===== src/rtl/flash_cmd_pkg.sv =====
// Shared command codes, unlock addresses and decoder state type for the
// flash command sequencer. Assumes a 19-bit byte address space.
package flash_cmd_pkg;

    localparam logic [7:0] CMD_UNLOCK_A = 8'hAA;
    localparam logic [7:0] CMD_UNLOCK_B = 8'h55;
    localparam logic [7:0] CMD_SETUP    = 8'h80;
    localparam logic [7:0] CMD_ERASE    = 8'h30;
    localparam logic [7:0] CMD_ID_ENTER = 8'h90;
    localparam logic [7:0] CMD_ID_EXIT  = 8'hF0;

    localparam logic [18:0] ADDR_KEY_A  = 19'h05555;
    localparam logic [18:0] ADDR_KEY_B  = 19'h02AAA;
    localparam logic [18:0] ADDR_STATUS = 19'h7FFF2;

    typedef enum logic [2:0] {
        SQ_IDLE,
        SQ_KEY1,
        SQ_KEY2,
        SQ_ARMED,
        SQ_KEY4,
        SQ_KEY5
    } seq_state_t;

endpackage


===== src/rtl/strap_latch.sv =====
// Samples the two strap pins while reset is held and keeps them fixed after
// release. Outputs are active-high "locked" flags, which are the inverse of
// the pins. Assumes the straps are stable for at least one edge in reset.
module strap_latch (
    input  logic clk,
    input  logic rst_n,
    input  logic boot_strap_n,
    input  logic wp_strap_n,
    output logic boot_lk_q,
    output logic wp_lk_q
);

    // Capture the inverted straps during reset, then hold them.
    always_ff @(posedge clk) begin
        if (!rst_n) begin
            boot_lk_q <= ~boot_strap_n;
            wp_lk_q   <= ~wp_strap_n;
        end
    end

endmodule


===== src/rtl/cmd_decoder.sv =====
// Tracks the write sequence. It signals a completed erase command in the
// cycle of the final write and holds the identification-mode flag. Any
// write that does not fit the expected step returns the decoder to idle.
// An F0 write always leaves identification mode.
module cmd_decoder
    import flash_cmd_pkg::*;
#(
    parameter int ADDR_W = 19,
    parameter int SECT_W = 3
) (
    input  logic              clk,
    input  logic              rst_n,
    input  logic              wr_en,
    input  logic [ADDR_W-1:0] wr_addr,
    input  logic [7:0]        wr_data,
    output logic              erase_hit,
    output logic [SECT_W-1:0] hit_sector,
    output logic              id_active
);

    seq_state_t state, state_nx;
    logic       id_nx;
    logic       at_key_a, at_key_b;

    assign at_key_a   = (wr_addr == ADDR_W'(ADDR_KEY_A));
    assign at_key_b   = (wr_addr == ADDR_W'(ADDR_KEY_B));
    assign hit_sector = wr_addr[ADDR_W-1 -: SECT_W];

    // Next-state decode for one write.
    always_comb begin
        state_nx  = state;
        id_nx     = id_active;
        erase_hit = 1'b0;
        if (wr_en) begin
            state_nx = SQ_IDLE;
            if (wr_data == CMD_ID_EXIT) begin
                id_nx = 1'b0;
            end else begin
                case (state)
                    SQ_IDLE:  if (at_key_a && wr_data == CMD_UNLOCK_A) state_nx = SQ_KEY1;
                    SQ_KEY1:  if (at_key_b && wr_data == CMD_UNLOCK_B) state_nx = SQ_KEY2;
                    SQ_KEY2: begin
                        if (at_key_a && wr_data == CMD_SETUP)
                            state_nx = SQ_ARMED;
                        else if (at_key_a && wr_data == CMD_ID_ENTER)
                            id_nx = 1'b1;
                    end
                    SQ_ARMED: if (at_key_a && wr_data == CMD_UNLOCK_A) state_nx = SQ_KEY4;
                    SQ_KEY4:  if (at_key_b && wr_data == CMD_UNLOCK_B) state_nx = SQ_KEY5;
                    SQ_KEY5:  erase_hit = (wr_data == CMD_ERASE);
                    default:  state_nx = SQ_IDLE;
                endcase
            end
        end
    end

    // State and mode registers.
    always_ff @(posedge clk) begin
        if (!rst_n) begin
            state     <= SQ_IDLE;
            id_active <= 1'b0;
        end else begin
            state     <= state_nx;
            id_active <= id_nx;
        end
    end

endmodule


===== src/rtl/protect_gate.sv =====
// Checks a completed erase command against the strap and software locks.
// It issues either a registered erase pulse or a blocked pulse.
// The top sector is the boot sector.
module protect_gate #(
    parameter int SECT_W = 3
) (
    input  logic              clk,
    input  logic              rst_n,
    input  logic              erase_hit,
    input  logic [SECT_W-1:0] hit_sector,
    input  logic              boot_lk_q,
    input  logic              wp_lk_q,
    input  logic              sw_boot_lock,
    output logic              erase_req,
    output logic [SECT_W-1:0] erase_sector,
    output logic              blocked
);

    localparam logic [SECT_W-1:0] BOOT_SECT = SECT_W'((1 << SECT_W) - 1);

    logic is_boot, denied;

    assign is_boot = (hit_sector == BOOT_SECT);
    assign denied  = is_boot ? (boot_lk_q | sw_boot_lock) : wp_lk_q;

    // Register the outcome as one-cycle pulses.
    always_ff @(posedge clk) begin
        if (!rst_n) begin
            erase_req    <= 1'b0;
            blocked      <= 1'b0;
            erase_sector <= '0;
        end else begin
            erase_req <= erase_hit & ~denied;
            blocked   <= erase_hit & denied;
            if (erase_hit) erase_sector <= hit_sector;
        end
    end

endmodule


===== src/rtl/id_readback.sv =====
// Overrides a read of the status address while identification mode is active.
// Bit 2 carries the boot-lock flag and bit 3 the write-protect flag.
module id_readback
    import flash_cmd_pkg::*;
#(
    parameter int ADDR_W = 19
) (
    input  logic              id_active,
    input  logic [ADDR_W-1:0] rd_addr,
    input  logic              boot_lk_q,
    input  logic              wp_lk_q,
    output logic              rd_ovr_vld,
    output logic [7:0]        rd_ovr_data
);

    // Form the status byte for a matching read.
    always_comb begin
        rd_ovr_vld  = id_active && (rd_addr == ADDR_W'(ADDR_STATUS));
        rd_ovr_data = 8'h00;
        if (rd_ovr_vld) rd_ovr_data = {4'b0000, wp_lk_q, boot_lk_q, 2'b00};
    end

endmodule


===== src/rtl/flash_cmd_seq.sv =====
// Top level of the flash command sequencer. It connects the strap latch,
// the sequence decoder, the protection gate and the status readback.
// Assumes wr_en is a one-cycle strobe per bus write.
module flash_cmd_seq #(
    parameter int ADDR_W = 19,
    parameter int SECT_W = 3
) (
    input  logic              clk,
    input  logic              rst_n,
    input  logic              wr_en,
    input  logic [ADDR_W-1:0] wr_addr,
    input  logic [7:0]        wr_data,
    input  logic              boot_strap_n,
    input  logic              wp_strap_n,
    input  logic              sw_boot_lock,
    input  logic [ADDR_W-1:0] rd_addr,
    output logic              rd_ovr_vld,
    output logic [7:0]        rd_ovr_data,
    output logic              erase_req,
    output logic [SECT_W-1:0] erase_sector,
    output logic              blocked
);

    logic              boot_lk_q, wp_lk_q;
    logic              erase_hit, id_active;
    logic [SECT_W-1:0] hit_sector;

    strap_latch u_straps (
        .clk(clk), .rst_n(rst_n),
        .boot_strap_n(boot_strap_n), .wp_strap_n(wp_strap_n),
        .boot_lk_q(boot_lk_q), .wp_lk_q(wp_lk_q)
    );

    cmd_decoder #(.ADDR_W(ADDR_W), .SECT_W(SECT_W)) u_dec (
        .clk(clk), .rst_n(rst_n),
        .wr_en(wr_en), .wr_addr(wr_addr), .wr_data(wr_data),
        .erase_hit(erase_hit), .hit_sector(hit_sector), .id_active(id_active)
    );

    protect_gate #(.SECT_W(SECT_W)) u_prot (
        .clk(clk), .rst_n(rst_n),
        .erase_hit(erase_hit), .hit_sector(hit_sector),
        .boot_lk_q(boot_lk_q), .wp_lk_q(wp_lk_q), .sw_boot_lock(sw_boot_lock),
        .erase_req(erase_req), .erase_sector(erase_sector), .blocked(blocked)
    );

    id_readback #(.ADDR_W(ADDR_W)) u_rdbk (
        .id_active(id_active), .rd_addr(rd_addr),
        .boot_lk_q(boot_lk_q), .wp_lk_q(wp_lk_q),
        .rd_ovr_vld(rd_ovr_vld), .rd_ovr_data(rd_ovr_data)
    );

endmodule


===== config.mk =====
export PLATFORM = sky130hd
export DESIGN_NAME = flash_cmd_seq
export DESIGN_NICKNAME = d
export VERILOG_FILES = /design/src/rtl/flash_cmd_pkg.sv /design/src/rtl/strap_latch.sv /design/src/rtl/cmd_decoder.sv /design/src/rtl/protect_gate.sv /design/src/rtl/id_readback.sv /design/src/rtl/flash_cmd_seq.sv
export SDC_FILE = /design/constraint.sdc
export NUM_CORES = 1
export LEC_CHECK = 0
export BUFFER_PORTS_ARGS = -buffer_cell sky130_fd_sc_hd__buf_2
export CAP_MARGIN = 25
export CELL_PAD_IN_SITES_DETAIL_PLACEMENT = 2
export CELL_PAD_IN_SITES_GLOBAL_PLACEMENT = 2
export CORE_MARGIN = 2
export CORE_UTILIZATION = 20
export DETAILED_ROUTE_END_ITERATION = 8
export PLACE_DENSITY = 0.81
export SYNTH_ARGS = -nofsm -noshare
export SYNTH_HDL_FRONTEND = slang
export SYNTH_SLANG_ARGS = --single-unit

===== constraint.sdc =====
create_clock -name clk -period 3.6 [get_ports clk]
set_clock_uncertainty 0.15 [all_clocks]
set_input_delay 0.36 -clock clk [delete_from_list [all_inputs] [get_ports clk]]
set_output_delay 0.36 -clock clk [all_outputs]
set_load 0.01 [all_outputs]

==> results of run 1 <==
[worst max path at each step]
stage                     slack, ps                         start  cells after the start                                  end
after global placement         1580                    wr_addr[2]                      6          u_dec.state[2]$_SDFFE_PN0P_
after global routing           1620  u_dec.id_active$_SDFFE_PN0P_                      6                       rd_ovr_data[3]
after detailed placement       1540                    wr_addr[2]                      6          u_dec.state[0]$_SDFFE_PN0P_
after CTS                      1700  u_dec.id_active$_SDFFE_PN0P_                      6                       rd_ovr_data[3]
final                          1750  u_dec.id_active$_SDFFE_PN0P_                      6                       rd_ovr_data[3]
after floorplan                1770                    wr_data[1]                      6  u_prot.erase_sector[0]$_SDFFE_PN0P_
[layer usage]
layer,global-route usage,routed length (um)
met1,0.142,1240
met2,0.262,1590
met3,0.0214,297
met4,0.0375,30
met5,0,0
[cell type report]
| cell class | instances | area (um2) | share of cell area |
|---|---|---|---|
| multi-input cells | 80 | 523 | 0.440 |
| repair buffers | 59 | 295 | 0.248 |
| flip-flops and latches | 11 | 240 | 0.202 |
| well taps | 50 | 62.6 | 0.0526 |
| clock buffers | 4 | 45.0 | 0.0379 |
| inverters | 6 | 22.5 | 0.0189 |
[metrics by stage]
stage	power, uW	std cells
final	307	210
after global routing	322	210
after CTS	313	210
after detailed placement	186	206
after global placement	184	206
after floorplan	152	105
[power breakdown]
part | internal, uW | switching [uW] | leakage, uW
registers | 128 | 0.798 | 0.0000920
clock network | 77.7 | 46.3 | 0.0000228
logic | 27.6 | 27.4 | 0.000440
total | 233 | 74.5 | 0.000555
[worst max-delay path: cells and delay by family, from the launching register on]
kind	cells	cell delay (ps)
buffers and inverters	2	210
flip-flops	1	330
AND/OR/NAND/NOR	4	560
[cells in the final DEF, fill, tap and decap left out, types with 2 or more instances in the layout]
cell type  netlist  layout
or3_1            2       2
edfxtp_1         2       2
inv_1            6       6
nor2_1           9       9
conb_1           1       6
mux2i_1          3       3
nor3_1           5       5
clkbuf_8         0       3
nand3b_1         2       2
or4_4            2       2
a21oi_1          3       3
nand4_1          7       7
a31oi_1          2       2
nand2_1          7       7
o21ai_1          2       2
nor4bb_1         2       2
nor4b_1          3       3
nor4_1           2       2
buf_2            1      59
nand4b_1         4       4
dfxtp_1          9       9
and2_1           2       2
o21ai_0          3       3
[flip-flops by register name (all words and copies together) (netlist names)]
signal,count
u_straps.wp_lk_q,1
u_prot.blocked,1
u_dec.id_active,1
u_straps.boot_lk_q,1
u_dec.state,3
u_prot.erase_req,1
u_prot.erase_sector,3
[kinds of logic (layout without fill, tap and decap cells)]
group / after synthesis / in the layout / share of synthesized area
flip-flops: 11 / 11 / 0.290
multiplexers: 4 / 4 / 0.0498
other: 1 / 6 / 0.00453
AND/OR/NAND/NOR: 58 / 58 / 0.468
AO/OA/AOI/OAI: 12 / 12 / 0.0861
buffers and inverters: 14 / 69 / 0.101
==> summary.md, run 1 <==
| Metric | Value |
|---|---|
| Mapped Avg Cell Area | about 8.3 um2 |
| Post-synthesis sequential area ratio | 0.290 |
| Top-area cell type share of the netlist area | 0.218 |
| Final setup vio count | 0 |
| Routed Antenna Nets | 0 |
| CP max FO | 3 |
| Post-CTS Resized | 0 |
| DRC viols | 0 |
| Largest net degree at the start of global routing | 10 |
| Startpoint Class | register |
| Minimum clock period | 1850 ps |
| F_max | between 500 and 600 MHz |
| FF-to-FF End | u_dec.id_active$_SDFFE_PN0P_ |
| N_diodes | 0 |
| WP data required | roughly 3000 ps |
| Mapped Cells | 100 |
| Worst vdd ir | 75.1 uV |
| Setup CP Type | reg2out |
| Worst R2R Path Depth | 5 |
| Setup TNS | 0 ps |
| Ratio of cells with drive above 1 in the final layout | 0.425 |
| Post-Syn Area | approximately 830 um2 |
| Synth-to-layout area growth | 43.5% |
| GPL Wtd Cong | 0.829 |
| HPWL Detailed | around 2800 um |
| Initial Utilization | 0.207 |
| Nets | approximately 210 |
| Pre-CTS WS | between 1500 and 2000 ps |
| CP max-delay cell | dfxtp_1 |
| DR vias/cell | about 5 |
| Hold Slack | 215 ps |
| Crit-path cells | nand4b_1 -> nor4_1 -> nand2_1 -> inv_1 -> and2_1 -> buf_2 |
| Final wirelength | ~3100 um |
| Row count | 23 |
| WP data arrival | 1340 ps |
| Clock Tree Root | clkbuf_8 |
| Ports | between 60 and 70 |
| Hold EP | u_straps.wp_lk_q$_DFFE_PN_ |
| CTS max path bufs | 2 |
| HP Class | in2reg |
| Gr ovfl total | 0 |
| Pwr/cell area | about 260 nW/um2 |
| First-pass detailed-route iteration total | 4 |
| Ys Warns | 0 |
| TritonCTS clock tree | done |
| Gr usage total | 0.132 |
| Vias in the first global route | between 1000 and 1500 |
| Fin crit share | 0.513 |
| Number of synthesized flops with an enable pin | 2 |
| LEAKAGE | 0.000555 uW |
| Synth area leaders | dfxtp_1, edfxtp_1, buf_4 |
| Wire per inst | 15.0 um |
| Largest stage delay, worst path | around 330 ps |
| Final-report max-slew violation count | 0 |
| Most frequent cells after synthesis | dfxtp_1, nor2_1, nand2_1, nand4_1 |
| CTS clk-pin slew, worst paths | around 50 ps |
| Number of hold buffers added after cts | 0 |
| # H-tree levels | 1 |
| FF+latch count, synth | 11 |
| Endpoint class of the critical path | primary output |
| # Post-CTS Setup Buffers | 0 |
| # Max-Cap Violations | 0 |
| HP Start | wp_strap_n |
| Initial DRC Count | 28 |
| Initial antenna violation count | 0 |
| PnR worst setup slack | about 1800 ps |
| Fillers | roughly 500 |
| Hold Path Cell Cnt | 2 |
| Core footprint | 4000 um2 |
| Utilization after layout | 0.297 |
| Die Area | around 4700 um2 |
| CTS buffer count | 3 |
| Asr flop ratio synth | 0 |
| Placed Area | 1140 um2 |
| Synth area leader | dfxtp_1 |
| PortBufs | between 50 and 60 |
| Synth unique cells | 38 |
| Sink Count | 11 |
| Worst R2R Setup Slack | between 1500 and 2000 ps |
| Vias | between 1000 and 1500 |
| First-pass GRT wire length | about 4700 um |
| Status | completed |
| Endpoints failing hold | 0 |
| Worst-Skew Late Latency | approximately 240 ps |
| Top FF cell, synth | dfxtp_1 |
| Die H | ~68 um |
| RR Startpoint | u_dec.state[2]$_SDFFE_PN0P_ |
| Setup repair after global routing missed its margin | false |
| Post-route cell area | roughly 1200 um2 |
| Die Wd | between 60 and 70 um |
Power figures use the tool's default switching activity.
==> run 2: changes to the inputs <==
- ABC_AREA: unset -> 1
- CORE_UTILIZATION: 20 -> 16
- PLACE_DENSITY: 0.81 -> 0.73
- clock period: 3.6 -> 1.5 ns (I/O delays scaled with it)
==> summary.md, run 2 <==
| Metric | Value |
|---|---|
| Worst-Skew Late Latency | 230 ps (about the same) |
| Post-synthesis sequential area ratio | 0.257 (-0.0333) |
| Initial antenna violation count | 0 (unchanged) |
| CTS max path bufs | 2 (unchanged) |
| Ports | 66 (unchanged) |
| CTS buffer count | 3 (unchanged) |
| Most frequent cells in the layout | buf_2, nand2_1, inv_1 |
| Final setup vio count | 3 (+3) |
| DR vias/cell | 4.09 (-17%) |
| Fin crit share | 1.08 |
| Largest regs | u_dec.state: 3 flops, u_prot.erase_sector: 3 flops |
| Endpoint class of the critical path | primary output |
| Clock Tree Root | clkbuf_8 |
| HPWL Detailed | 2900 um (+4.5%) |
| Gr ovfl total | 0 (unchanged) |
| First-pass detailed-route iteration total | 2 (-2) |
| Asr flop ratio synth | 0 (unchanged) |
| DRC viols | 0 (unchanged) |
| TritonCTS clock tree | done |
| CTS clk-pin slew, worst paths | 50 ps (about the same) |
| Fillers | 727 (+44%) |
| HP Class | in2reg |
| Pwr/cell area | 538 nW/um2 (+110%) |
| Synth-to-layout area growth | 50.7% |
| Utilization after layout | 0.253 (-0.0442) |
| Synth area leader | dfxtp_1 |
| Die Wd | 80.5 um (+18%) |
| Ratio of cells with drive above 1 in the final layout | 0.392 (-0.0329) |
| # Max-Cap Violations | 0 (unchanged) |
| Final-report max-slew violation count | 0 (unchanged) |
| Ys Warns | 0 (unchanged) |
| Nets | 280 (+31%) |
| CP max FO | 3 (unchanged) |
| Number of synthesized flops with an enable pin | 2 (unchanged) |
| Mapped Avg Cell Area | 5.81 um2 (-30%) |
| Initial Utilization | 0.168 (-0.0392) |
| Initial DRC Count | 15 (-46%) |
| Status | finished, violations left |
| PnR worst setup slack | -127 ps (-1880 ps) |
| FF+latch count, synth | 11 (unchanged) |
| Cell Count, Final, Fillers Out | 299 (+42%) |
| Startpoint Class | register |
| F_max | approximately 610 MHz |
| LEAKAGE | 0.000724 uW (+31%) |
| Worst vdd ir | 196 uV (+160%) |
| Area of the multi-input gates | 569 um2 (+8.9%) |
| WP data required | 1200 ps (-1890 ps) |
| Synth area leaders | dfxtp_1, nand2_1, inv_1 |
| WP data arrival | 1330 ps (about the same) |
| Sequential cell area | 248 um2 (+3.1%) |
| Commonest non-fill, non-tap cell in the layout | buf_2 |
| # placed instances | 292 (+42%) |
| Routed Antenna Nets | 0 (unchanged) |
| Endpoints failing hold | 0 (unchanged) |
| Top FF cell, synth | dfxtp_1 |
| Most frequent cells after synthesis | nand2_1, inv_1, nor2_1 |
| Vias | 1224 (+19%) |
| Vias in the first global route | 1306 (+27%) |
| Wire per inst | 10.9 um (-28%) |
| Gr usage total | 0.104 (-0.0286) |
| Setup repair after global routing missed its margin | true |
| Hold Slack | 52.4 ps (-162 ps) |
| PortBufs | 59 (unchanged) |
| Final wirelength | 3250 um (+3.0%) |
| Setup CP Type | reg2out |
| Post-Syn Area | 936 um2 (+13%) |
| N_diodes | 0 (unchanged) |
| Core footprint | 5570 um2 (+39%) |
| Largest net degree at the start of global routing | 8 (-2) |
| Die Area | 6480 um2 (+39%) |
| First-pass GRT wire length | 5420 um (+16%) |
| Sink Count | 11 (unchanged) |
| Pre-CTS WS | 40.9 ps (-1500 ps) |
| Die H | 80.5 um (+18%) |
| # H-tree levels | 1 (unchanged) |
| Minimum clock period | approximately 1600 ps |
| Failing checks | setup timing |
| Total chip power | 759 uW (+150%) |
| Row count | 27 (+17%) |
| GPL Wtd Cong | 0.699 (-16%) |
| Top-count cell post-synth | nand2_1 |
| Synth unique cells | 25 (-34%) |
| Worst R2R Setup Slack | 160 ps (-1750 ps) |
| Mapped Cells | 161 (+61%) |
| Top-area cell type share of the netlist area | 0.193 (-0.0250) |
run 2: layout make-up:
cell class / instances / area share
multi-input combinational: 115 / 0.404
sequential: 11 / 0.176
timing repair buffer: 63 / 0.234
tap: 72 / 0.0639
clock buffer: 4 / 0.0319
inverter: 34 / 0.0905
run 2: worst max-delay path, cell delays in order, from the launching register on:
cell,delay (ps)
dfxtp_2,330
inv_2,30
nor4_2,200
nand4_1,200
nor3b_2,190
buf_2,150
run 2: metal layers:
metal | GRT usage | routed length [um]
met4 | 0.00508 | 0
met3 | 0.0315 | 252
met5 | 0 | 0
met1 | 0.110 | 1370
met2 | 0.208 | 1630
run 2: per-stage QoR:
stage	setup TNS [ps]	cell area [um2]
floorplan	0	955
global placement	0	1300
detailed placement	0	1300
CTS	-428	1380
global route	-606	1410
finish	-302	1410
run 2: final timing paths:
kind / from / to / cells after the start
setup reg to reg: u_dec.state[2]$_SDFFE_PN0P_ / u_prot.blocked$_SDFF_PN0_ / 4
setup / recovery: u_dec.id_active$_SDFFE_PN0P_ / rd_ovr_data[3] / 5
hold reg to reg: u_dec.state[1]$_SDFFE_PN0P_ / u_dec.state[1]$_SDFFE_PN0P_ / 2
hold / removal: wr_addr[17] / u_prot.erase_sector[1]$_SDFFE_PN0P_ / 3
run 2: power breakdown:
| part | switching [uW] | total [uW] | leakage, uW | internal (uW) |
|---|---|---|---|---|
| Combinational | 83.7 | 156 | 0.000607 | 72.5 |
| Sequential | 1.94 | 306 | 0.0000944 | 304 |
| Clock | 110 | 296 | 0.0000228 | 187 |
| Total | 195 | 759 | 0.000724 | 563 |
run 2: logic make-up (layout without fill, tap and decap cells):
family | count (synthesis) | in the layout | synth area share
simple gates | 96 | 96 | 0.477
buf+inv | 40 | 101 | 0.184
compound gates | 13 | 13 | 0.0775
flops | 11 | 11 | 0.257
other cells | 1 | 6 | 0.00401
run 2: what timing repair did:
action / CTS / global route
setup endpoints to repair: 3 / 10
hold buffers: 2 / 0
resized for setup: 3 / 8
setup buffers: 1 / 0
hold endpoints to repair: 2 / 0
pin swaps: 3 / 6
==> run 3: changes to the inputs <==
- CORE_ASPECT_RATIO: unset -> 0.75
==> summary.md, run 3 (synthesis gave the netlist of run 2 again) <==
| Metric | Value |
|---|---|
| Status | finished, violations left |
| Failing checks | setup timing |
| CTS clk-pin slew, worst paths | 60 ps (about the same) |
| GPL Wtd Cong | 0.783 (+12%) |
| DRC viols | 0 (unchanged) |
| Setup TNS | -371 ps (-68.4 ps) |
| TritonCTS clock tree | done |
| Wire per inst | 11.4 um (+4.8%) |
| CP max FO | 3 (unchanged) |
| Largest regs | u_dec.state: 3 flops, u_prot.erase_sector: 3 flops |
| Sink Count | 11 (unchanged) |
| Vias in the first global route | 1327 (+1.6%) |
| First-pass GRT wire length | 5830 um (+7.5%) |
| Startpoint Class | register |
| Routed Antenna Nets | 0 (unchanged) |
| Initial antenna violation count | 0 (unchanged) |
| Utilization after layout | 0.246 (-0.00668) |
| Area of the multi-input gates | 587 um2 (+3.1%) |
| WP data arrival | 1370 ps (+40 ps) |
| N_diodes | 0 (unchanged) |
| PnR worst setup slack | -169 ps (-41.9 ps) |
| Endpoints failing hold | 0 (unchanged) |
| Die H | 70.2 um (-13%) |
| # Post-CTS Setup Buffers | 0 (-1) |
| Setup repair after global routing missed its margin | true |
| Gr ovfl total | 0 (unchanged) |
| # H-tree levels | 1 (unchanged) |
| # Max-Cap Violations | 0 (unchanged) |
| Most frequent cells in the layout | buf_2, nand2_1, inv_1 |
| First-pass detailed-route iteration total | 2 (unchanged) |
| Core footprint | 5740 um2 (+2.9%) |
| Worst-Skew Late Latency | 250 ps (+20 ps) |
| RR Startpoint | u_dec.state[1]$_SDFFE_PN0P_ |
| Pwr/cell area | 546 nW/um2 (+1.5%) |
| Worst R2R Path Depth | 8 (+4) |
| Nets | 277 (-1.1%) |
| CTS buffer count | 3 (unchanged) |
| Commonest non-fill, non-tap cell in the layout | buf_2 |
| Ratio of cells with drive above 1 in the final layout | 0.393 (+0.000787) |
| Setup CP Type | reg2out |
| Minimum clock period | 1670 ps (+41.9 ps) |
| DR vias/cell | 3.93 (-4.0%) |
| HP Class | in2reg |
| Largest net degree at the start of global routing | 8 (unchanged) |
| Critical path origin | u_dec.id_active$_SDFFE_PN0P_ |
| Initial DRC Count | 34 (+19) |
| CTS max path bufs | 2 (unchanged) |
| HP Start | boot_strap_n |
| Worst R2R Setup Slack | 140 ps (-20 ps) |
| F_max | 599 MHz (-2.5%) |
| Final setup vio count | 3 (unchanged) |
| Sequential cell area | 250 um2 (+1.0%) |
| Synth-to-layout area growth | 50.9% |
| Gr usage total | 0.112 (+0.00821) |
| FF-to-FF End | u_dec.state[0]$_SDFFE_PN0P_ |
| Clock Tree Root | clkbuf_8 |
| HPWL Detailed | 2950 um (+1.8%) |
| Fillers | 720 (-0.96%) |
| Worst vdd ir | 200 uV (+2.2%) |
| Final wirelength | 3440 um (+5.9%) |
| Die Wd | 92.3 um (+15%) |
| Row count | 24 (-11%) |
| Die Area | 6480 um2 (about the same) |
| Critical Path End | rd_ovr_data[3] |
| Pre-CTS WS | 15.7 ps (-25.1 ps) |
| Fin crit share | 1.11 (+0.0279) |
| Endpoint class of the critical path | primary output |
| PortBufs | 59 (unchanged) |
| WP data required | 1200 ps (about the same) |
| Ports | 66 (unchanged) |
| Initial Utilization | 0.163 (-0.00472) |
| Final-report max-slew violation count | 0 (unchanged) |
| LEAKAGE | 0.000712 uW (-1.7%) |
| Vias | 1187 (-3.0%) |
run 3: cell types whose count changed in the layout (fill, tap and decap cells not counted):
cell | before | now
buf_4 | 2 | 0
a21oi_1 | 5 | 4
a21oi_2 | 1 | 2
dfxtp_2 | 3 | 2
dfxtp_4 | 1 | 2
dlygate4sd3_1 | 2 | 1
nor2_2 | 6 | 5
nor2_4 | 0 | 1
nor4_2 | 1 | 0
nor4_4 | 0 | 1
run 3: how the worst min path moves through the flow:
stage	slack (ps)	cells after the start	end
after floorplan	130	1	u_straps.boot_lk_q$_DFFE_PN_
after global placement	240	2	u_straps.wp_lk_q$_DFFE_PN_
after detailed placement	240	2	u_straps.boot_lk_q$_DFFE_PN_
after CTS	9	2	u_straps.boot_lk_q$_DFFE_PN_
after global routing	7	2	u_straps.boot_lk_q$_DFFE_PN_
final	4	2	u_straps.boot_lk_q$_DFFE_PN_
run 3: per-layer routing:
metal | routed length (um) | vias to the layer above | track usage | part of all wire
met5 | 0 | - | 0 | 0
met3 | 152 | 2 | 0.0313 | 0.044
li1 | - | 616 | - | -
met2 | 1760 | 26 | 0.204 | 0.51
met1 | 1500 | 543 | 0.137 | 0.44
met4 | 13 | 0 | 0.00995 | 0.0038
run 3: final cells by class:
type	count	share of cell area
sequential	11	0.177
tap	78	0.0691
multi-input combinational	115	0.415
inverter	34	0.0903
timing repair buffer	60	0.216
clock buffer	4	0.0319
run 3: critical path, cell delays in order (launching register included):
cell and delay, ps:
dfxtp_2 330, inv_2 40, nor4_4 180, nand4_1 210
nor3b_2 210, buf_2 140
run 3: timing repair:
action                     in CTS  in global routing
hold endpoints to repair        1                  0
pin swaps                       2                  8
hold buffers                    1                  0
setup endpoints to repair       3                 12
gates resized for setup         3                 12
run 3: power by group:
group	internal [uW]	switching [uW]
clock	187	122
sequential	302	1.93
combinational	71.0	86.7
run 3: metrics by stage:
stage / power [uW] / cells / hold slack [ps] / area [um2]
floorplan: 384 / 166 / 131 / 955
global placement: 461 / 297 / 237 / 1300
detailed placement: 466 / 297 / 243 / 1300
CTS: 782 / 302 / 9.23 / 1370
global route: 812 / 302 / 7.39 / 1410
finish: 772 / 302 / 3.87 / 1410
